**src/rtl/stall_pkg.sv**
```systemverilog
package stall_pkg;
   localparam int unsigned FIELD_W_DEF = 8;

   typedef enum logic {
      ST_IDLE  = 1'b0,
      ST_STALL = 1'b1
   } stall_state_e;
endpackage

```
**src/rtl/stall_strobe_edge.sv**
```systemverilog
module stall_strobe_edge #(
   parameter bit ACTIVE_LOW = 1'b1
) (
   input  logic clk,
   input  logic rst,
   input  logic strobe_raw,
   output logic trail_pulse
);
   logic asserted_now;
   logic asserted_q;

   generate
      if (ACTIVE_LOW) begin : g_low
         assign asserted_now = ~strobe_raw;
      end else begin : g_high
         assign asserted_now = strobe_raw;
      end
   endgenerate

   always_ff @(posedge clk) begin
      if (rst) asserted_q <= 1'b0;
      else     asserted_q <= asserted_now;
   end

   // trailing edge: was asserted at previous edge, released now
   assign trail_pulse = asserted_q & ~asserted_now;
endmodule

```
**src/rtl/stall_qualify.sv**
```systemverilog
module stall_qualify #(
   parameter int unsigned FIELD_W = 8,
   parameter bit          X_LEVEL = 1'b1
) (
   input  logic               trail_pulse,
   input  logic               space_sel,
   input  logic [FIELD_W-1:0] field,
   output logic               start_req
);
   logic space_ok;
   logic field_nz;

   assign space_ok  = (space_sel == X_LEVEL);
   assign field_nz  = |field;
   assign start_req = trail_pulse & space_ok & field_nz;
endmodule

```
**src/rtl/stall_counter.sv**
```systemverilog
module stall_counter
   import stall_pkg::*;
#(
   parameter int unsigned FIELD_W = 8
) (
   input  logic               clk,
   input  logic               rst,
   input  logic               start_req,
   input  logic [FIELD_W-1:0] load_val,
   output logic               stall_flag
);
   localparam logic [FIELD_W-1:0] ONE = {{(FIELD_W-1){1'b0}}, 1'b1};

   stall_state_e       state_q;
   logic [FIELD_W-1:0] remain_q;

   always_ff @(posedge clk) begin
      if (rst) begin
         state_q  <= ST_IDLE;
         remain_q <= '0;
      end else begin
         unique case (state_q)
            ST_IDLE: begin
               if (start_req) begin
                  state_q  <= ST_STALL;
                  remain_q <= load_val;
               end
            end
            ST_STALL: begin
               if (remain_q == ONE) begin
                  state_q  <= ST_IDLE;
                  remain_q <= '0;
               end else begin
                  remain_q <= remain_q - ONE;
               end
            end
            default: state_q <= ST_IDLE;
         endcase
      end
   end

   assign stall_flag = (state_q == ST_STALL);
endmodule

```
**src/rtl/stall_inserter.sv**
```systemverilog
module stall_inserter #(
   parameter int unsigned FIELD_W      = stall_pkg::FIELD_W_DEF,
   parameter bit          STROBE_LOW   = 1'b1,
   parameter bit          X_LEVEL      = 1'b1
) (
   input  logic               clk,
   input  logic               rst,
   input  logic               wr_strobe_n,
   input  logic               xy_sel,
   input  logic [FIELD_W-1:0] dly_field,
   output logic               bus_req_n,
   output logic               busy
);
   generate
      if (FIELD_W < 2 || FIELD_W > 16) begin : g_bad_width
         $error("stall_inserter: FIELD_W must be within 2..16");
      end
   endgenerate

   logic trail_pulse;
   logic start_req;
   logic stall_flag;

   stall_strobe_edge #(.ACTIVE_LOW(STROBE_LOW)) u_edge (
      .clk        (clk),
      .rst        (rst),
      .strobe_raw (wr_strobe_n),
      .trail_pulse(trail_pulse)
   );

   stall_qualify #(.FIELD_W(FIELD_W), .X_LEVEL(X_LEVEL)) u_qual (
      .trail_pulse(trail_pulse),
      .space_sel  (xy_sel),
      .field      (dly_field),
      .start_req  (start_req)
   );

   stall_counter #(.FIELD_W(FIELD_W)) u_cnt (
      .clk       (clk),
      .rst       (rst),
      .start_req (start_req),
      .load_val  (dly_field),
      .stall_flag(stall_flag)
   );

   assign busy      = stall_flag;
   assign bus_req_n = ~stall_flag;
endmodule

```
**config.mk**
```make
export PLATFORM = sky130hd
export DESIGN_NAME = stall_inserter
export DESIGN_NICKNAME = d
export VERILOG_FILES = /design/src/rtl/stall_pkg.sv /design/src/rtl/stall_strobe_edge.sv /design/src/rtl/stall_qualify.sv /design/src/rtl/stall_counter.sv /design/src/rtl/stall_inserter.sv
export SDC_FILE = /design/constraint.sdc
export NUM_CORES = 1
export LEC_CHECK = 0
export ABC_AREA = 1
export BUFFER_PORTS_ARGS = -buffer_cell sky130_fd_sc_hd__clkbuf_2
export CAP_MARGIN = 20
export CORE_MARGIN = 2
export CORE_UTILIZATION = 45
export CTS_BUF_LIST = sky130_fd_sc_hd__clkbuf_4 sky130_fd_sc_hd__clkbuf_8 sky130_fd_sc_hd__clkbuf_16
export DETAILED_ROUTE_END_ITERATION = 6
export PLACE_DENSITY_LB_ADDON = 0.05
export SYNTH_ARGS = -nofsm -noshare
export SYNTH_HDL_FRONTEND = slang
export SYNTH_SLANG_ARGS = --single-unit
```
**constraint.sdc**
```tcl
create_clock -name clk -period 1.19 [get_ports clk]
set_clock_uncertainty 0.1 [all_clocks]
set_input_delay 0.0595 -clock clk [delete_from_list [all_inputs] [get_ports clk]]
set_output_delay 0.0595 -clock clk [all_outputs]
set_load 0.01 [all_outputs]
```
==> results.cfg, run 1 <==
[placement]
hpwlAfterDp_um = 1440
placed_cell_area_um2 = 892
portBuffers = 13
pre_cts_ws_ns = -0.167
gp_congestion = 0.841

[yosys]
ys_warn_count = 0
syn_area_um2 = 728
yosysUniqueCellTypes = 22
synthesis.instances = 121
ys_seq_area_share_pct = 27.5
syn_nets = 135
postSynthAreaPerCell_um2 = 6.02
synth-seq-cells = 10

[power]
irDropWorstVdd_mv = 0.627
clkPwrFrac_pct = 30.9
power_density_nw_per_um2 = 970
p_leak_nw = 0.549
combPwrFrac_pct = 33.2
power_switching_share_pct = 33.2
internal_power_w = 0.000706
sequentialPowerShare_pct = 35.9
p_sw_w = 0.000351

[global_route]
grt_use_met2_pct = 35.6
grt_use_met3_pct = 2.45
grt_antenna_before_repair = 0
grt_first_pass_wirelength_um = 3190
first_global_vias = 752
grt_max_degree = 14
met1_usage_pct = 30.8
grt_overflow = 0
busiest_layer = met2
grt_usage_pct = 22.4

[cts]
max-clock-path-buffers = 2
htreeDepth = 1
cts_buffers = 3
cts_sinks = 10
clk_latency_ns = 0.27
clockRootBuffer = clkbuf_4
cts_tree = built
cts.clk_slew.worst_paths_ns = 0.08

[floorplanning]
core_um2 = 1510
die_y_um = 44.2
start_util_pct = 48.3
ioPinCount = 14
fp.dieArea_um2 = 1960
rows = 14
die_x_um = 44.2

[timing]
hold_ws_ns = 0.0142
slew_viol_final = 0
rsz0062_at_grt = yes
slew_headroom_pct = 81.7
post-route-period-util_pct = 110
setup_viol = 8
tightestPinTransition_ns = 0.275
setup_ws_ns = -0.118
fin_crit_ns = 1.31
hold_viol = 0
maxClockFrequency_mhz = 765

[layout]
area_growth_pct = 49.7
mostFrequentLayoutCell = nand2_1
drive_gt1_share_pct = 44.4
num_antenna_cells = 0
nets = 168
mostFrequentLayoutCells = nand2_1 (38), nor2_1 (21), clkbuf_2 (13)
final_core_util_pct = 72.3
fin_area_um2 = 1090
fill_cells = 122

[setup_path]
critPathCaptureType = flip-flop
crit_type = flip-flop to flip-flop
cp_data_required_time_ns = 1.30
crit_arrival_ns = 1.42
cp_max_fo = 6
cp-start-kind = flip-flop

[min_path]
worstHoldPathType = input port to flip-flop

[status]
run_status = complete, but fails checks
violations = negative setup slack

[detailed_routing]
via_per_inst = 5.08
vias = 859
drtIter0Drc = 23
drc = 0
drt_wl_total_um = 2020
wl_per_cell_um = 12.0
ant_nets = 0
dr.pass1.iters = 4

[run]
max-cap-violations = 0
## cells by family after synthesis
| group | synth area share, % |
|---|---|
| flops | 27.5 |
| xor+xnor | 1.20 |
| compound gates | 6.70 |
| simple gates | 54.1 |
| buf+inv | 7.04 |
| fa+ha+maj | 3.44 |
## per-stage QoR
stage	std cells	setup TNS [ns]	total power [W]
6_report	169	-0.639	0.00106
5_1_grt	169	-1.24	0.00113
4_1_cts	167	-0.615	0.00101
3_5_place_dp	158	-0.939	0.000652
3_3_place_gp	158	-0.810	0.000646
2_1_floorplan	121	-0.00105	0.000555
## power by group through the flow
| stage | Clock, W | Sequential (W) | Combinational, W |
|---|---|---|---|
| floorplan | 0 | 0.000379 | 0.000176 |
| global placement | 0 | 0.000380 | 0.000267 |
| detailed placement | 0 | 0.000380 | 0.000271 |
| CTS | 0.000331 | 0.000378 | 0.000304 |
| global route | 0.000353 | 0.000383 | 0.000391 |
| finish | 0.000326 | 0.000380 | 0.000351 |
## registers in the layout, summed over array words and instances (netlist names)
name and count:
u_cnt.remain_q 8, u_edge.asserted_q 1, u_cnt.stall_flag 1
## worst max-delay path, stage by stage (launching register included)
cell and delay [ns]:
dfxtp_4 0.38, inv_4 0.04, ha_4 0.15, nand2_4 0.07, nor2_4 0.04, nor2_4 0.16, nand2_1 0.08, nor2_1 0.10
nor2_1 0.05, nor2_2 0.08
## synth_stat cells (all sizes together)
cell | number | area share [%]
ha | 2 | 3.4
clkinv | 1 | 0.69
nand4 | 1 | 0.86
a21oi | 3 | 2.1
nand3b | 2 | 2.1
nand2 | 44 | 24
xor2 | 1 | 1.2
nor2 | 33 | 21
buf | 2 | 1.7
dfxtp | 10 | 27
and3 | 1 | 0.86
inv | 9 | 4.6
nand3 | 8 | 5.5
o21ai | 3 | 3.6
o21a | 1 | 1.0
## final timing paths
kind | endpoint | start | cells past startpoint | slack [ns]
max | u_cnt.remain_q[7] | u_cnt.remain_q[1] | 9 | -0.12
min | u_cnt.remain_q[4] | dly_field[4] | 5 | 0.01
max reg2reg | u_cnt.remain_q[7] | u_cnt.remain_q[1] | 9 | -0.12
min reg2reg | u_cnt.remain_q[1] | u_cnt.remain_q[1] | 2 | 0.47
## layout make-up
class / instances / area (µm²) / share of cell area (%)
multi-input combinational: 99 / 552 / 50.6
sequential: 10 / 213 / 19.5
clock buffer: 4 / 36.3 / 3.33
inverter: 10 / 48.8 / 4.48
timing repair buffer: 30 / 220 / 20.2
tap: 16 / 20.0 / 1.84
## what timing repair did
| item | in CTS | in global routing |
|---|---|---|
| pin swaps | 13 | 15 |
| endpoints found under the setup margin | 10 | 10 |
| hold buffers | 3 | 0 |
| buffers inserted | 2 | 2 |
| endpoints found under the hold margin | 3 | 0 |
| gates resized for setup | 18 | 19 |
## layer usage
metal	share of wire, %	vias to the layer above
li1	-	441
met1	42	394
met2	52	22
met3	5.2	2
met4	0.45	0
met5	0	-
Note: power is estimated with default switching activity, not from simulation.
==> run 2: changes to the inputs <==
- CORE_UTILIZATION: 45 -> 23
- SLEW_MARGIN: default -> 15
==> results.cfg, run 2 (synthesis results as in run 1) <==
[floorplanning]
fp.dieArea_um2 = 3630
ioPinCount = 14
rows = 20
die_x_um = 60.3
core_um2 = 3030
start_util_pct = 24.0
die_y_um = 60.3

[global_route]
grt_antenna_before_repair = 0
grt_first_pass_wirelength_um = 3470
grt_usage_pct = 13.5
grt_use_met2_pct = 21.3
met1_usage_pct = 16.8
grt_use_met3_pct = 2.16
grt_overflow = 0
busiest_layer = met2
grt_max_degree = 11
first_global_vias = 781

[setup_path]
cp_max_fo = 6
crit_arrival_ns = 1.34
cp_data_required_time_ns = 1.25
cp-start-kind = flip-flop
critPathCaptureType = flip-flop
crit_type = flip-flop to flip-flop

[cts]
htreeDepth = 1
clockRootBuffer = clkbuf_4
cts_buffers = 3
max-clock-path-buffers = 2
cts.clk_slew.worst_paths_ns = 0.07
cts_tree = built
clk_latency_ns = 0.27
cts_sinks = 10

[layout]
area_growth_pct = 60.0
num_antenna_cells = 0
largest_reg_flops = 8
regMostFlops = u_cnt.remain_q
fill_cells = 346
nets = 173
mostFrequentLayoutCell = nand2_1
drive_gt1_share_pct = 49.7
fin_cells = 201
mostFrequentLayoutCells = nand2_1 (37), nor2_1 (19), buf_4 (17)
final_core_util_pct = 38.5

[power]
irDropWorstVdd_mv = 0.382
power_density_nw_per_um2 = 850
p_leak_nw = 0.567

[detailed_routing]
ant_nets = 0
dr.pass1.iters = 4
vias = 856
drtIter0Drc = 12
via_per_inst = 4.26
drt_wl_total_um = 2120
drc = 0
wl_per_cell_um = 10.6

[timing]
maxClockFrequency_mhz = 782
hold_ws_ns = 0.0213
setup_viol = 9
tns_ns = -0.424
rsz0062_at_grt = yes
slew_viol_final = 0
fin_crit_ns = 1.28
tightestPinTransition_ns = 0.306
post-route-period-util_pct = 107
slew_headroom_pct = 79.6
setup_ws_ns = -0.0886
hold_viol = 0

[placement]
gp_congestion = 0.716
place_inst = 192
portBuffers = 13
pre_cts_ws_ns = -0.173
hpwlAfterDp_um = 1630

[run]
max-cap-violations = 0

[min_path]
worstHoldPathType = input port to flip-flop

[status]
run_status = complete, but fails checks
violations = negative setup slack
[run 2: cell count changes in the layout (fill, tap and decap cells not counted), moves of 2 or more]
cell     delta
nor2_2      +2
buf_4       +6
nand3_2     +2
nor2_1      -2
nand3_1     -2
[run 2: final timing paths]
check / start / endpoint / slack (ns) / cells past startpoint
worst max-delay path: u_cnt.remain_q[5] / u_cnt.stall_flag / -0.09 / 6
worst min-delay path: dly_field[0] / u_cnt.remain_q[0] / 0.02 / 5
worst max register to register: u_cnt.remain_q[5] / u_cnt.stall_flag / -0.09 / 6
worst min register to register: u_cnt.remain_q[6] / u_cnt.remain_q[6] / 0.54 / 4
[run 2: per-layer routing]
layer	vias up	part of all wire, %
li1	450	-
met1	386	44
met2	14	50
met3	6	3.2
met4	0	2.9
met5	-	0
[run 2: area by class of cell]
cell class	instances	area (µm²)	share of cell area (%)
flip-flops and latches	10	213	18.3
multi-input cells	99	582	49.9
well taps	44	55.1	4.73
repair buffers	35	246	21.2
inverters	10	46.3	3.97
clock buffers	3	22.5	1.93
[run 2: repair_timing]
item / in CTS / in global routing
gates resized for setup: 23 / 20
hold buffers: 2 / 0
endpoints found under the hold margin: 2 / 0
endpoints found under the setup margin: 10 / 10
pin swaps: 19 / 19
buffers inserted: 4 / 0
[run 2: metrics by stage]
| stage | cell area, µm² | total power [W] |
|---|---|---|
| 6_report | 1160 | 0.000990 |
| 5_1_grt | 1160 | 0.00105 |
| 4_1_cts | 1100 | 0.000958 |
| 3_5_place_dp | 960 | 0.000661 |
| 3_3_place_gp | 960 | 0.000665 |
| 2_1_floorplan | 734 | 0.000555 |
[run 2: worst max-delay path: stages (launching register included)]
cell and delay (ns):
dfxtp_1 0.34, nor2_2 0.16, nand2_2 0.10, nor2_4 0.13
nor2_4 0.06, buf_4 0.13, o21a_1 0.17
[run 2: power breakdown]
group | leakage [nW] | switching (W) | total, W | internal (W)
clock | 0.0138 | 0.000124 | 0.000241 | 0.000117
sequential | 0.0850 | 0.0000260 | 0.000381 | 0.000355
combinational | 0.468 | 0.000189 | 0.000368 | 0.000178
==> run 3: changes to the inputs <==
- CELL_PAD_IN_SITES_DETAIL_PLACEMENT: default -> 1
- CELL_PAD_IN_SITES_GLOBAL_PLACEMENT: default -> 1
- SETUP_SLACK_MARGIN: default -> 0.5
==> results.cfg, run 3 (synthesis results as in run 1) <==
[status]
run_status = complete, but fails checks
violations = negative hold slack, negative setup slack

[cts]
cts_tree = built
clockRootBuffer = clkbuf_4
cts_hold_buf = 1
cts_buffers = 3
htreeDepth = 1
max-clock-path-buffers = 2
clk_latency_ns = 0.27
cts.clk_slew.worst_paths_ns = 0.08
cts_sinks = 10

[timing]
hold_ws_ns = -0.142
fin_crit_ns = 1.32
tightestPinTransition_ns = 0.291
post-route-period-util_pct = 111
maxClockFrequency_mhz = 755
setup_viol = 8
hold_viol = 2
slew_headroom_pct = 80.6
rsz0062_at_grt = yes
setup_ws_ns = -0.134
slew_viol_final = 0

[detailed_routing]
dr.pass1.iters = 4
drtIter0Drc = 7
drc = 0
ant_nets = 0
wl_per_cell_um = 12.4
via_per_inst = 4.34
vias = 873
drt_wl_total_um = 2500

[global_route]
grt_usage_pct = 16.3
grt_overflow = 0
busiest_layer = met2
grt_first_pass_wirelength_um = 4200
grt_max_degree = 9
grt_use_met3_pct = 1.95
met1_usage_pct = 21.4
grt_antenna_before_repair = 0
first_global_vias = 862
grt_use_met2_pct = 26.4

[power]
power_density_nw_per_um2 = 897
p_leak_nw = 0.576
combPwrFrac_pct = 32.9
power_switching_share_pct = 33.2
sequentialPowerShare_pct = 36.0
p_total_w = 0.00105
irDropWorstVdd_mv = 0.320
clkPwrFrac_pct = 31.1
p_sw_w = 0.000349
internal_power_w = 0.000700

[layout]
regMostFlops = u_cnt.remain_q
largest_reg_flops = 8
final_core_util_pct = 38.6
nets = 172
mostFrequentLayoutCells = nand2_1 (39), nor2_1 (21), buf_4 (16)
drive_gt1_share_pct = 44.6
num_antenna_cells = 0
area_growth_pct = 60.7
fill_cells = 409
mostFrequentLayoutCell = nand2_1

[floorplanning]
die_x_um = 60.3
die_y_um = 60.3
ioPinCount = 14
start_util_pct = 24.0
core_um2 = 3030
rows = 20
fp.dieArea_um2 = 3630

[min_path]
worstHoldPathType = input port to flip-flop

[placement]
hpwlAfterDp_um = 1860
portBuffers = 13
gp_congestion = 0.789

[setup_path]
cp_max_fo = 6
crit_arrival_ns = 1.45
cp-start-kind = flip-flop
critPathCaptureType = flip-flop
cp_data_required_time_ns = 1.31
crit_type = flip-flop to flip-flop

[run]
max-cap-violations = 0
[run 3: path summary, 6_finish.rpt]
path,cells past startpoint,to,from,slack (ns)
setup / recovery,9,u_cnt.remain_q[7],u_cnt.remain_q[1],-0.13
hold / removal,2,u_cnt.remain_q[1],rst,-0.14
setup reg to reg,9,u_cnt.remain_q[7],u_cnt.remain_q[1],-0.13
hold reg to reg,2,u_cnt.remain_q[1],u_cnt.remain_q[1],0.45
[run 3: per-layer routing]
metal | vias up | wire, µm
met5 | - | 0
met4 | 0 | 73
met3 | 7 | 78
met2 | 18 | 1160
met1 | 399 | 1190
li1 | 449 | -
[run 3: repair_timing]
action,in CTS,in global routing
pin swaps,12,5
endpoints found under the setup margin,11,12
hold endpoints to repair,3,2
resized for setup,13,11
cloned,1,0
setup buffers,8,0
[run 3: worst max-delay path: stages, from the launching register on]
cell and delay, ns:
dfxtp_4 0.37, inv_4 0.05, ha_4 0.16, nand2_4 0.06, nor2_4 0.04, nor2_4 0.19
nand2_1 0.08, nor2_1 0.09, nor2_1 0.06, nor2_2 0.06
[run 3: layout make-up]
cell class	instances	area (µm²)	area share (%)
multi-input cells	99	553	47.3
repair buffers	33	253	21.6
flip-flops and latches	10	215	18.4
well taps	44	55.1	4.71
inverters	10	51.3	4.39
clock buffers	4	36.3	3.10
repair inverters	1	6.26	0.535
[run 3: power groups by stage]
| stage | Combinational (W) | Sequential, W | Clock (W) |
|---|---|---|---|
| CTS | 0.000342 | 0.000378 | 0.000345 |
| global route | 0.000388 | 0.000381 | 0.000352 |
| floorplan | 0.000197 | 0.000381 | 0 |
| detailed placement | 0.000304 | 0.000386 | 0 |
| global placement | 0.000300 | 0.000385 | 0 |
| finish | 0.000345 | 0.000377 | 0.000326 |
[run 3: stage by stage]
stage               area (µm²)  setup TNS, ns  worst slack (ns)  instances
global placement           983         -0.601            -0.133        187
floorplan                  791              0            0.0291        121
detailed placement         983         -0.692            -0.142        187
finish                    1170         -0.804            -0.134        201
CTS                       1140         -0.753            -0.132        201
global route              1170          -1.52            -0.230        201
